`src/rtl/irq_os_pkg.sv`:
```
package irq_os_pkg;

  // One routed request pair: regular pin and machine-check pin
  typedef struct packed {
    logic regular;
    logic mck;
  } req_pair_t;

  // Split a source vector by the routing mask and OR each group
  function automatic req_pair_t route_or(input logic [63:0] src,
                                         input logic [63:0] sel,
                                         input int unsigned width);
    req_pair_t r;
    r.regular = 1'b0;
    r.mck     = 1'b0;
    for (int i = 0; i < 64; i++) begin
      if (i < int'(width)) begin
        r.regular = r.regular | (src[i] & ~sel[i]);
        r.mck     = r.mck     | (src[i] &  sel[i]);
      end
    end
    return r;
  endfunction

  // Line level of an open-drain pin with an external pull-up
  function automatic logic od_level(input logic drive_low);
    return drive_low ? 1'b0 : 1'b1;
  endfunction

endpackage

```
`src/rtl/irq_os_sync.sv`:
```
module irq_os_sync #(
  parameter int WIDTH  = 4,
  parameter int STAGES = 2
) (
  input  logic             clk,
  input  logic             rst_n,
  input  logic [WIDTH-1:0] d,
  output logic [WIDTH-1:0] q
);
  logic [WIDTH-1:0] stg [STAGES];

  always_ff @(posedge clk or negedge rst_n) begin
    if (!rst_n) begin
      for (int i = 0; i < STAGES; i++) stg[i] <= '0;
    end else begin
      stg[0] <= d;
      for (int i = 1; i < STAGES; i++) stg[i] <= stg[i-1];
    end
  end

  assign q = stg[STAGES-1];
endmodule

```
`src/rtl/irq_os_delay.sv`:
```
module irq_os_delay #(
  parameter int DEPTH = 3
) (
  input  logic clk,
  input  logic rst_n,
  input  logic d,
  output logic q
);
  generate
    if (DEPTH == 0) begin : g_pass
      assign q = d;
    end else begin : g_pipe
      logic [DEPTH-1:0] sr;
      always_ff @(posedge clk or negedge rst_n) begin
        if (!rst_n) begin
          sr <= '0;
        end else begin
          sr[0] <= d;
          for (int i = 1; i < DEPTH; i++) sr[i] <= sr[i-1];
        end
      end
      assign q = sr[DEPTH-1];
    end
  endgenerate
endmodule

```
`src/rtl/irq_os_split.sv`:
```
module irq_os_split
  import irq_os_pkg::*;
#(
  parameter int WIDTH = 16
) (
  input  logic [WIDTH-1:0] src,
  input  logic [WIDTH-1:0] mck_sel,
  output req_pair_t        req
);
  logic [63:0] src_w;
  logic [63:0] sel_w;

  always_comb begin
    src_w = '0;
    sel_w = '0;
    src_w[WIDTH-1:0] = src;
    sel_w[WIDTH-1:0] = mck_sel;
    req = route_or(src_w, sel_w, WIDTH);
  end
endmodule

```
`src/rtl/irq_os_pin.sv`:
```
module irq_os_pin
  import irq_os_pkg::*;
(
  input  logic enable,
  input  logic request,
  output logic drv_low,
  output logic level
);
  assign drv_low = enable & request;
  assign level   = od_level(drv_low);
endmodule

```
`src/rtl/irq_out_stage.sv`:
```
module irq_out_stage
  import irq_os_pkg::*;
#(
  parameter int N_INT       = 16,
  parameter int N_EXT       = 4,
  parameter int LAT_INT_IRQ = 3,
  parameter int LAT_INT_MCK = 2,
  parameter int LAT_EXT     = 4,
  parameter int SYNC_STAGES = 2
) (
  input  logic             clk,
  input  logic             rst_n,
  input  logic             core_dis_en,
  input  logic [N_INT-1:0] int_src,
  input  logic [N_EXT-1:0] ext_src,
  input  logic [N_INT-1:0] mck_route_int,
  input  logic [N_EXT-1:0] mck_route_ext,
  output logic             irq_drv_low,
  output logic             irq_n,
  output logic             mck_drv_low,
  output logic             mck_n
);
  localparam int EXT_TAIL = LAT_EXT - SYNC_STAGES;

  // Named internal events, also watched by the checker
  logic [N_EXT-1:0] ext_synced;
  req_pair_t        int_req;
  req_pair_t        ext_req;
  logic             irq_int_dly;
  logic             mck_int_dly;
  logic             irq_ext_dly;
  logic             mck_ext_dly;
  logic             irq_req_any;
  logic             mck_req_any;

  irq_os_sync #(.WIDTH(N_EXT), .STAGES(SYNC_STAGES)) u_sync (
    .clk(clk), .rst_n(rst_n), .d(ext_src), .q(ext_synced)
  );

  irq_os_split #(.WIDTH(N_INT)) u_split_int (
    .src(int_src), .mck_sel(mck_route_int), .req(int_req)
  );

  irq_os_split #(.WIDTH(N_EXT)) u_split_ext (
    .src(ext_synced), .mck_sel(mck_route_ext), .req(ext_req)
  );

  irq_os_delay #(.DEPTH(LAT_INT_IRQ)) u_dly_int_irq (
    .clk(clk), .rst_n(rst_n), .d(int_req.regular), .q(irq_int_dly)
  );

  irq_os_delay #(.DEPTH(LAT_INT_MCK)) u_dly_int_mck (
    .clk(clk), .rst_n(rst_n), .d(int_req.mck), .q(mck_int_dly)
  );

  irq_os_delay #(.DEPTH(EXT_TAIL)) u_dly_ext_irq (
    .clk(clk), .rst_n(rst_n), .d(ext_req.regular), .q(irq_ext_dly)
  );

  irq_os_delay #(.DEPTH(EXT_TAIL)) u_dly_ext_mck (
    .clk(clk), .rst_n(rst_n), .d(ext_req.mck), .q(mck_ext_dly)
  );

  assign irq_req_any = irq_int_dly | irq_ext_dly;
  assign mck_req_any = mck_int_dly | mck_ext_dly;

  irq_os_pin u_pin_irq (
    .enable(core_dis_en), .request(irq_req_any),
    .drv_low(irq_drv_low), .level(irq_n)
  );

  irq_os_pin u_pin_mck (
    .enable(core_dis_en), .request(mck_req_any),
    .drv_low(mck_drv_low), .level(mck_n)
  );
endmodule

```
`config.mk`:
```
export PLATFORM = sky130hd
export DESIGN_NAME = irq_out_stage
export DESIGN_NICKNAME = d
export VERILOG_FILES = /design/src/rtl/irq_os_pkg.sv /design/src/rtl/irq_os_sync.sv /design/src/rtl/irq_os_delay.sv /design/src/rtl/irq_os_split.sv /design/src/rtl/irq_os_pin.sv /design/src/rtl/irq_out_stage.sv
export SDC_FILE = /design/constraint.sdc
export NUM_CORES = 1
export LEC_CHECK = 0
export BUFFER_PORTS_ARGS = -buffer_cell sky130_fd_sc_hd__buf_2
export CAP_MARGIN = 20
export CORE_UTILIZATION = 41
export DETAILED_ROUTE_END_ITERATION = 16
export HOLD_SLACK_MARGIN = 0.06
export PLACE_DENSITY = 0.82
export RECOVER_POWER = 100
export SLEW_MARGIN = 20
export SYNTH_ARGS = -nofsm -noshare
export SYNTH_HDL_FRONTEND = slang
export SYNTH_HIERARCHICAL = 1
export SYNTH_SLANG_ARGS = --single-unit
```
`constraint.sdc`:
```
create_clock -name clk -period 1.1 [get_ports clk]
set_clock_uncertainty 0.05 [all_clocks]
set_input_delay 0.11 -clock clk [delete_from_list [all_inputs] [get_ports clk]]
set_output_delay 0.11 -clock clk [all_outputs]
set_load 0.05 [all_outputs]
```
; Word level (Yosys, flattened, before mapping)
; Index checks and enable logic that the tools add are counted.
[totals]
ff_bits = 17
inputBits = 43
output_inout_bits = 4
elab_cells = 108
[classes]
muxes = 2
n_bitwise = 100
[ops]
columns = operator, count
row1 = $and A1 B1 Y1, 42
row2 = $or A1 B1 Y1, 38
row3 = $not A1 Y1, 20
row4 = $mux W1, 2

; Depth between registers and ports, before layout
; Gate-level depths: netlist (run 1).
[depth]
ltp_word = 17
depth_mapped = 3
ltp_nobuf = 3

; By module
; Netlist (run 1), hierarchy kept.
[by_module_without_submodules]
columns = module, instances, cells_each, area_each_um2, seq_area_each_um2
row1 = irq_os_sync, 1, 12, 230.2, 200.2
row2 = irq_os_split (u_split_int), 1, 30, 214.0, 0.0
row3 = irq_os_delay (u_dly_ext_irq ...), 3, 2, 50.0, 50.0
row4 = irq_os_delay (u_dly_int_irq), 1, 3, 75.1, 75.1
row5 = irq_os_split (u_split_ext), 1, 8, 56.3, 0.0
row6 = irq_os_pin, 2, 2, 10.0, 0.0
row7 = irq_out_stage, 1, 2, 12.5, 0.0

; Worst setup path before layout (run 1)
; Ideal clock, no wire load.
[synth_timing]
kind = register to output
startpoint = register u_dly_ext_irq.g_pipe.sr[1]
endpoint = output irq_n
t_arrival_ns = 0.896
t_required_ns = 0.940
setup_slack_ns = 0.044
path_stages_with_launch = 3
path_buffers = 0
cell_sequence = dfrtp_1 -> or2_1 -> nand2_1
[synth_via]
elab_chain_len = 3
[synth_lines]
columns = element, line
row1 = from (decl), irq_os_delay.sv:13  ; logic [DEPTH-1:0] sr;
row2 = from (signal assigned), irq_os_delay.sv:16  ; sr <= '0;
row3 = $or A1 B1 Y1, irq_out_stage.sv:64  ; assign irq_req_any = irq_int_dly | irq_ext_dly;
row4 = named net irq_req_any, irq_out_stage.sv:33  ; logic irq_req_any;
row5 = $and A1 B1 Y1, irq_os_pin.sv:9  ; assign drv_low = enable & request;
row6 = $mux W1, irq_os_pkg.sv:27  ; return drive_low ? 1'b0 : 1'b1;
row7 = to (decl), irq_out_stage.sv:19  ; output logic irq_n,
; The timed path passes the listed nets, and every way through them passes these cells.

; Worst setup path after layout (run 1)
[layout_timing]
startpoint = register u_dly_ext_irq.g_pipe.sr[1]
endpoint = output irq_drv_low
[layout_via]
elab_chain_len = 2
[layout_lines]
columns = element, line
row1 = $or A1 B1 Y1, irq_out_stage.sv:64
row2 = named net irq_req_any, irq_out_stage.sv:33
row3 = $and A1 B1 Y1, irq_os_pin.sv:9
row4 = to (decl), irq_out_stage.sv:18  ; output logic irq_drv_low,
; The timed path passes the listed nets, and every way through them passes these cells.

==> flow_metrics.py, run 1 <==
metrics = {
    "worst_setup_path": {
        "startpoint_type": "flip-flop",
        "cp_max_fo": 2,
        "worstPathArrival_ns": 1.17,
        "end_kind": "output port",
        "crit_required_ns": 0.94,
        "startpoint": "u_dly_ext_irq/g_pipe.sr[1]",
        "crit_type": "reg2out",
        "timing.rr.start": "u_sync/q[2]",
    },
    "synthesis": {
        "ys_seq_area_share_pct": 56.1,
        "synth.largest_area_cell": "dfrtp_1",
        "syn_nets": 108,
        "synth_top_cell_area_share_pct": 56.1,
        "ys_warn_count": 6,
        "synth_cell_types": 15,
        "syn_inst": 65,
        "synthTopCellsByArea": "dfrtp_1 (56%), nor2b_1 (9.9%), a2111oi_1 (5.3%)",
        "synth_area_per_cell_um2": 11.7,
        "synth_area_um2": 758,
        "ys_seq_elements": 17,
    },
    "clock_network": {
        "cts_made_buffers": 3,
        "htreeDepth": 1,
        "clk_path_buf_depth": 2,
        "path_clk_slew_ns": 0.10,
        "clkSinkCount": 17,
        "cts_root_buffer": "clkbuf_4",
        "clock_latency_ns": 0.28,
        "cts_tree": "yes",
        "hold_buffers": 25,
        "cts_setup_buffers": 0,
    },
    "pwr": {
        "p_comb_share_pct": 24.5,
        "swShare_pct": 25.4,
        "switching_power_mw": 0.328,
        "vdd_ir_drop_max_v": 0.00104,
        "p_seq_share_pct": 51.2,
        "total_power_mw": 1.29,
        "pwr-share-clk_pct": 24.3,
        "p_int_mw": 0.964,
        "p_leak_nw": 0.601,
        "power.density_nw_per_um2": 992,
    },
    "timing": {
        "rsz0062_at_grt": "true",
        "period_share_pct": 121,
        "setup_ws_ns": -0.233,
        "hold-worst-slack_ns": 0.0227,
        "fmax_mhz": 750,
        "min_period_ns": 1.33,
        "hold_viol_final": 0,
        "worstMarginPinSlew_ns": 0.458,
        "finalSetupViolCount": 4,
        "slew_headroom_pct": 69.4,
        "slew_viol_final": 0,
    },
    "finish": {
        "areaGrowthSynthToFinish_pct": 71.8,
        "antenna_cells": 0,
        "post-route-util_pct": 75.4,
        "drive_gt1_share_pct": 41.8,
        "instances_no_fill": 159,
        "layout.nets": 178,
    },
    "floorplanning": {
        "rows": 15,
        "die_h_um": 45.0,
        "die_w_um": 45.0,
        "io_pins": 47,
        "start_util_pct": 43.9,
        "fp.coreArea_um2": 1730,
        "die-area_um2": 2030,
    },
    "global_route": {
        "use_met1_pct": 23.6,
        "grt_first_pass_wirelength_um": 3050,
        "grt_use_total_pct": 21.7,
        "met3_usage_pct": 5.60,
        "use_met2_pct": 38.6,
        "grt_max_degree": 18,
        "grt_pass1_vias": 755,
        "grt_overflow": 0,
        "antenna_found_initial": 0,
        "busiest_layer": "met2",
    },
    "drt": {
        "viasPerCell": 4.86,
        "routedWlPerCell_um": 12.9,
        "drt_iter0_markers": 9,
        "ant_nets": 0,
        "dr.pass1.iters": 5,
        "drc": 0,
        "wl_um": 2050,
        "vias": 773,
    },
    "place": {
        "globalplace.congestion": 0.783,
        "dpl_worst_slack_ns": -0.00683,
        "io_buffers": 46,
        "dp_cells": 132,
        "dpl.hpwl_um": 1160,
    },
    "worst_hold_path": {
        "worstHoldPathType": "in2reg",
        "hp-start": "int_src[4]",
    },
    "run": {
        "cap_violations": 0,
    },
    "status": {
        "status": "finished with violations",
        "violations": "setup timing",
    },
}
repair_timing:
action	4_1_cts	5_1_grt
endpoints found under the hold margin	25	2
pin swaps	2	4
endpoints found under the setup margin	4	6
gates resized for setup	8	6
power groups by stage:
stage / clock (mW) / sequential [mW] / combinational [mW]
finish: 0.314 / 0.661 / 0.316
detailed placement: 0 / 0.675 / 0.211
CTS: 0.327 / 0.662 / 0.291
floorplan: 0 / 0.671 / 0.108
global route: 0.359 / 0.665 / 0.338
global placement: 0 / 0.673 / 0.204
synthesized netlist by cell type, drive strengths merged:
cell	number
or2	2
a22o	4
nor2b	12
a22oi	2
o2111ai	1
nand2	3
buf	4
nand4	2
nand2b	3
a221oi	4
a2111oi	4
and2	2
dfrtp	17
inv	5
layout make-up:
class                           count  area [um^2]
Timing Repair Buffer               69          483
Multi-Input combinational cell     39          317
Tap cell                           25         31.3
Inverter                            5         18.8
Sequential cell                    17          425
Clock buffer                        3         22.5
Clock inverter                      1         5.00
Fill cell                         116          424
layer usage:
metal	vias up	part of all wire (%)	wire [um]
met5	-	0	0
met4	0	0.93	19
met3	2	4.2	87
met2	32	58	1190
met1	367	37	753
li1	372	-	-
metrics by stage:
step           instance area (um^2)   TNS, ns
2_1_floorplan                   758         0
3_3_place_gp                    990         0
3_5_place_dp                    990  -0.00683
4_1_cts                        1290    -0.847
5_1_grt                        1300     -1.04
6_report                       1300    -0.805
critical path, cell delays in order (launching register included):
cell and delay [ns]:
dfrtp_1 0.37, or2_1 0.23, and2_1 0.15, buf_6 0.15
logic make-up (layout without fill, tap and decap cells):
group | Yosys count | after routing | synth area share [%]
AOI/OAI and AO/OA | 15 | 15 | 18.6
DFF | 17 | 17 | 56.1
and+or+nand+nor | 24 | 24 | 18.8
buffers and inverters | 9 | 78 | 6.44
path summary, 6_finish.rpt:
check | to | slack [ns] | cells after the start
setup reg to reg | u_dly_ext_mck/g_pipe.sr[0] | 0.30 | 2
setup / recovery | irq_drv_low | -0.23 | 3
hold / removal | u_dly_int_mck/g_pipe.sr[0] | 0.02 | 3
max in group asynchronous | u_sync/stg[4] | 0.48 | 2
hold reg to reg | u_sync/q[0] | 0.30 | 0
min in group asynchronous | u_dly_ext_irq/g_pipe.sr[1] | 0.23 | 2
state kept, by name (all words and copies together) (netlist names):
signal and cells:
u_dly_ext_irq/g_pipe.sr 2, u_dly_ext_mck/g_pipe.sr 2, u_dly_int_irq/g_pipe.sr 3, u_dly_int_mck/g_pipe.sr 2, u_sync/q 4, u_sync/stg 4
placed cells by master (no fill, tap or decap), drive strengths merged:
master / count
nand2b: 3
nand2: 3
clkinv: 1
a221oi: 4
or2: 2
nand4: 2
o2111ai: 1
nor2b: 12
a22o: 4
dfrtp: 17
dlygate4sd3: 23
clkbuf: 6
and2: 2
buf: 43
a2111oi: 4
a22oi: 2
inv: 5
No activity file was read; power rests on OpenSTA's default activity.
==> inputs of run 2 (changes only) <==
PLACE_DENSITY = 0.77   (was 0.82)
==> flow_metrics.py, run 2 (synthesis results as in run 1) <==
metrics = {
    "status": {
        "status": "finished with violations",
        "violations": "setup timing",
    },
    "timing": {
        "slew_headroom_pct": 61.8,
        "slew_viol_final": 0,
        "setup_ws_ns": -0.227,
        "worstMarginPinSlew_ns": 0.558,
        "min_period_ns": 1.33,
        "hold-worst-slack_ns": 0.0345,
        "finalSetupViolCount": 4,
        "hold_viol_final": 0,
        "period_share_pct": 121,
        "rsz0062_at_grt": "true",
        "fmax_mhz": 754,
    },
    "finish": {
        "most-common-layout-cells": "buf_2 (40), dlygate4sd3_1 (23), dfrtp_1 (17)",
        "final-seq-area_um2": 425,
        "drive_gt1_share_pct": 38.1,
        "final_common_cell": "buf_2",
        "n_fill_cell": 121,
        "layout.nets": 178,
        "areaGrowthSynthToFinish_pct": 67.7,
        "multi_input_area_um2": 285,
        "post-route-util_pct": 73.6,
        "antenna_cells": 0,
    },
    "drt": {
        "vias": 758,
        "wl_um": 1870,
        "viasPerCell": 4.77,
        "dr.pass1.iters": 4,
        "routedWlPerCell_um": 11.8,
        "ant_nets": 0,
        "drt_iter0_markers": 8,
        "drc": 0,
    },
    "global_route": {
        "grt_use_total_pct": 17.7,
        "grt_max_degree": 18,
        "grt_overflow": 0,
        "grt_pass1_vias": 636,
        "grt_first_pass_wirelength_um": 2480,
        "antenna_found_initial": 0,
    },
    "floorplanning": {
        "start_util_pct": 43.9,
        "die-area_um2": 2030,
        "die_h_um": 45.0,
        "die_w_um": 45.0,
        "io_pins": 47,
        "rows": 15,
        "fp.coreArea_um2": 1730,
    },
    "run": {
        "cap_violations": 0,
    },
    "clock_network": {
        "path_clk_slew_ns": 0.09,
        "clk_path_buf_depth": 2,
        "clkSinkCount": 17,
        "cts_root_buffer": "clkbuf_4",
        "htreeDepth": 1,
        "cts_setup_buffers": 0,
        "clock_latency_ns": 0.28,
        "cts_tree": "yes",
        "cts_made_buffers": 3,
    },
    "pwr": {
        "p_leak_nw": 0.592,
        "total_power_mw": 1.27,
        "vdd_ir_drop_max_v": 0.00110,
        "power.density_nw_per_um2": 998,
    },
    "worst_setup_path": {
        "end_kind": "output port",
        "startpoint_type": "flip-flop",
        "r2r_end": "u_dly_ext_mck/g_pipe.sr[0]",
        "worstPathArrival_ns": 1.17,
        "timing.rr.start": "u_sync/q[2]",
        "crit_type": "reg2out",
        "ff2ff_path_depth": 2,
        "reg2reg_slack_ns": 0.29,
        "crit_required_ns": 0.94,
        "cp_max_fo": 2,
    },
    "place": {
        "globalplace.congestion": 0.688,
        "io_buffers": 46,
        "dpl.hpwl_um": 1300,
    },
    "worst_hold_path": {
        "hp-start": "int_src[11]",
        "whs_path_depth": 3,
        "hold_end": "u_dly_int_irq/g_pipe.sr[0]",
        "worstHoldPathType": "in2reg",
    },
}
-- run 2: cell types whose count changed in the layout (fill, tap and decap cells not counted), sizes merged --
cell / previous run / this run
clkinv: 1 / 0
buf: 43 / 44
-- run 2: area by class of cell --
type | instances | area share (%)
well taps | 25 | 2.46
clock buffers | 4 | 2.07
repair buffers | 69 | 38.1
inverters | 5 | 1.48
flip-flops and latches | 17 | 33.5
multi-input cells | 39 | 22.4
-- run 2: through the flow --
stage	worst slack [ns]	cells	setup TNS, ns	instance area (um^2)
after floorplan	0.0442	65	0	758
after global placement	-0.0292	132	-0.0292	990
after global routing	-0.282	159	-1.02	1270
after detailed placement	-0.0561	132	-0.0561	990
final	-0.227	159	-0.794	1270
after CTS	-0.239	146	-0.825	1140
-- run 2: report_power, final --
| part | internal [mW] | switching, mW |
|---|---|---|
| sequential | 0.653 | 0.00819 |
| clock | 0.141 | 0.173 |
| combinational | 0.168 | 0.125 |
| total | 0.962 | 0.306 |
-- run 2: worst max path at each step --
stage	start	end	cells past startpoint	slack, ns
floorplan	u_dly_ext_irq/g_pipe.sr[1]	irq_n	2	0.04
global placement	int_src[13]	u_dly_int_irq/g_pipe.sr[0]	4	-0.03
detailed placement	int_src[0]	u_dly_int_irq/g_pipe.sr[0]	4	-0.06
CTS	u_dly_ext_irq/g_pipe.sr[1]	irq_drv_low	3	-0.24
global route	u_dly_ext_irq/g_pipe.sr[1]	irq_drv_low	3	-0.28
finish	u_dly_int_mck/g_pipe.sr[1]	mck_drv_low	3	-0.23
-- run 2: per-layer routing --
metal	track usage (%)	vias up	wire, um
li1	-	373	-
met1	19.1	355	698
met2	33.3	26	1090
met3	4.80	4	61
met4	5.45	0	26
met5	0	-	0
-- run 2: what timing repair did --
action,in CTS,in global routing
endpoints found under the hold margin,25,2
hold buffers,10,13
endpoints found under the setup margin,4,5
resized for setup,9,1
pin swaps,0,2
-- run 2: critical path, cell delays in order (launching register included) --
cell and delay [ns]:
dfrtp_1 0.37, or2_1 0.23, and2_1 0.15, buf_6 0.15
==> inputs of run 3 (changes only) <==
CELL_PAD_IN_SITES_DETAIL_PLACEMENT = 1   (was unset)
CELL_PAD_IN_SITES_GLOBAL_PLACEMENT = 1   (was unset)
CORE_UTILIZATION = 30   (was 41)
PLACE_DENSITY = unset   (was 0.77)
PLACE_DENSITY_LB_ADDON = 0.1   (was unset)
==> flow_metrics.py, run 3 (synthesis results as in run 1) <==
metrics = {
    "status": {
        "violations": "setup timing",
        "status": "finished with violations",
    },
    "clock_network": {
        "clkSinkCount": 17,
        "cts_setup_buffers": 0,
        "path_clk_slew_ns": 0.09,
        "clock_latency_ns": 0.27,
        "cts_tree": "yes",
        "clk_path_buf_depth": 2,
        "htreeDepth": 1,
        "cts_made_buffers": 3,
        "cts_root_buffer": "clkbuf_4",
    },
    "pwr": {
        "p_comb_share_pct": 23.9,
        "total_power_mw": 1.28,
        "pwr-share-clk_pct": 24.4,
        "p_seq_share_pct": 51.8,
        "vdd_ir_drop_max_v": 0.000585,
        "p_leak_nw": 0.600,
        "p_int_mw": 0.968,
        "swShare_pct": 24.5,
        "switching_power_mw": 0.314,
        "power.density_nw_per_um2": 987,
    },
    "drt": {
        "viasPerCell": 4.73,
        "wl_um": 2170,
        "drt_iter0_markers": 3,
        "dr.pass1.iters": 3,
        "ant_nets": 0,
        "drc": 0,
        "vias": 771,
        "routedWlPerCell_um": 13.3,
    },
    "finish": {
        "antenna_cells": 0,
        "instances_no_fill": 163,
        "drive_gt1_share_pct": 39.3,
        "post-route-util_pct": 56.5,
        "areaGrowthSynthToFinish_pct": 71.3,
        "finalInstanceArea_um2": 1300,
        "final_common_cell": "buf_2",
        "layout.nets": 179,
        "most-common-layout-cells": "buf_2 (39), dlygate4sd3_1 (24), dfrtp_1 (17)",
    },
    "floorplanning": {
        "rows": 17,
        "io_pins": 47,
        "die_h_um": 52.3,
        "start_util_pct": 33.0,
        "die_w_um": 52.3,
        "fp.coreArea_um2": 2300,
        "die-area_um2": 2730,
    },
    "worst_setup_path": {
        "cp_max_fo": 2,
        "cpPeakStageDelay_ns": 0.38,
        "end_kind": "output port",
        "path_cells": "or2_1, and2_4, buf_6",
        "worstPathArrival_ns": 1.17,
        "crit_required_ns": 0.94,
        "startpoint_type": "flip-flop",
        "cp_slowest_cell": "dfrtp_1",
        "crit_type": "reg2out",
    },
    "timing": {
        "slew_headroom_pct": 68.4,
        "hold-worst-slack_ns": 0.0456,
        "period_share_pct": 121,
        "fin_setup_tns_ns": -0.829,
        "fmax_mhz": 751,
        "finalSetupViolCount": 5,
        "min_period_ns": 1.33,
        "rsz0062_at_grt": "true",
        "setup_ws_ns": -0.231,
        "worstMarginPinSlew_ns": 0.462,
        "slew_viol_final": 0,
        "hold_viol_final": 0,
    },
    "global_route": {
        "grt_first_pass_wirelength_um": 3240,
        "grt_use_total_pct": 16.6,
        "antenna_found_initial": 0,
        "grt_max_degree": 18,
        "grt_overflow": 0,
        "grt_pass1_vias": 794,
    },
    "run": {
        "cap_violations": 0,
    },
    "worst_hold_path": {
        "worstHoldPathType": "in2reg",
    },
    "place": {
        "globalplace.congestion": 0.651,
        "dpl.hpwl_um": 1430,
        "io_buffers": 46,
        "dpl_cell_area_um2": 993,
        "dpl_worst_slack_ns": -0.00185,
        "dp_cells": 135,
    },
}
## run 3: what timing repair did
action                     CTS  global route
resized for setup            8             4
hold endpoints to repair    25             2
setup endpoints to repair    4             5
hold buffers                16             8
pin swaps                    3             0
## run 3: power groups by stage
stage	sequential (mW)	combinational, mW	clock, mW
2_1_floorplan	0.671	0.108	0
3_3_place_gp	0.675	0.209	0
3_5_place_dp	0.678	0.216	0
4_1_cts	0.665	0.270	0.324
5_1_grt	0.667	0.337	0.360
6_report	0.664	0.306	0.312
## run 3: path summary, 6_finish.rpt
path / start / end / slack (ns) / cells past startpoint
min in group asynchronous: rst_n / u_dly_ext_mck/g_pipe.sr[0] / 0.24 / 2
max: u_dly_ext_mck/g_pipe.sr[1] / mck_drv_low / -0.23 / 3
max in group asynchronous: rst_n / u_dly_int_irq/g_pipe.sr[1] / 0.48 / 2
max reg2reg: u_sync/q[0] / u_dly_ext_mck/g_pipe.sr[0] / 0.28 / 2
min reg2reg: u_dly_int_irq/g_pipe.sr[0] / u_dly_int_irq/g_pipe.sr[1] / 0.30 / 0
min: int_src[11] / u_dly_int_irq/g_pipe.sr[0] / 0.05 / 3
## run 3: layer usage
layer / part of all wire, % / GRT usage, %
met1: 34 / 16.3
met2: 61 / 33.3
met3: 4.2 / 3.19
met4: 0.92 / 6.58
met5: 0 / 0
## run 3: final cells by class
| class | count | area (um^2) |
|---|---|---|
| fillers | 268 | 998 |
| repair buffers | 70 | 493 |
| flip-flops and latches | 17 | 425 |
| multi-input cells | 39 | 300 |
| well taps | 28 | 35.0 |
| clock buffers | 4 | 26.3 |
| inverters | 5 | 18.8 |
## run 3: critical path, delay by kind of cell, from the launching register on
kind                   cells  cell delay, ns
buffers and inverters      1            0.14
DFF                        1            0.38
and+or+nand+nor            2            0.38
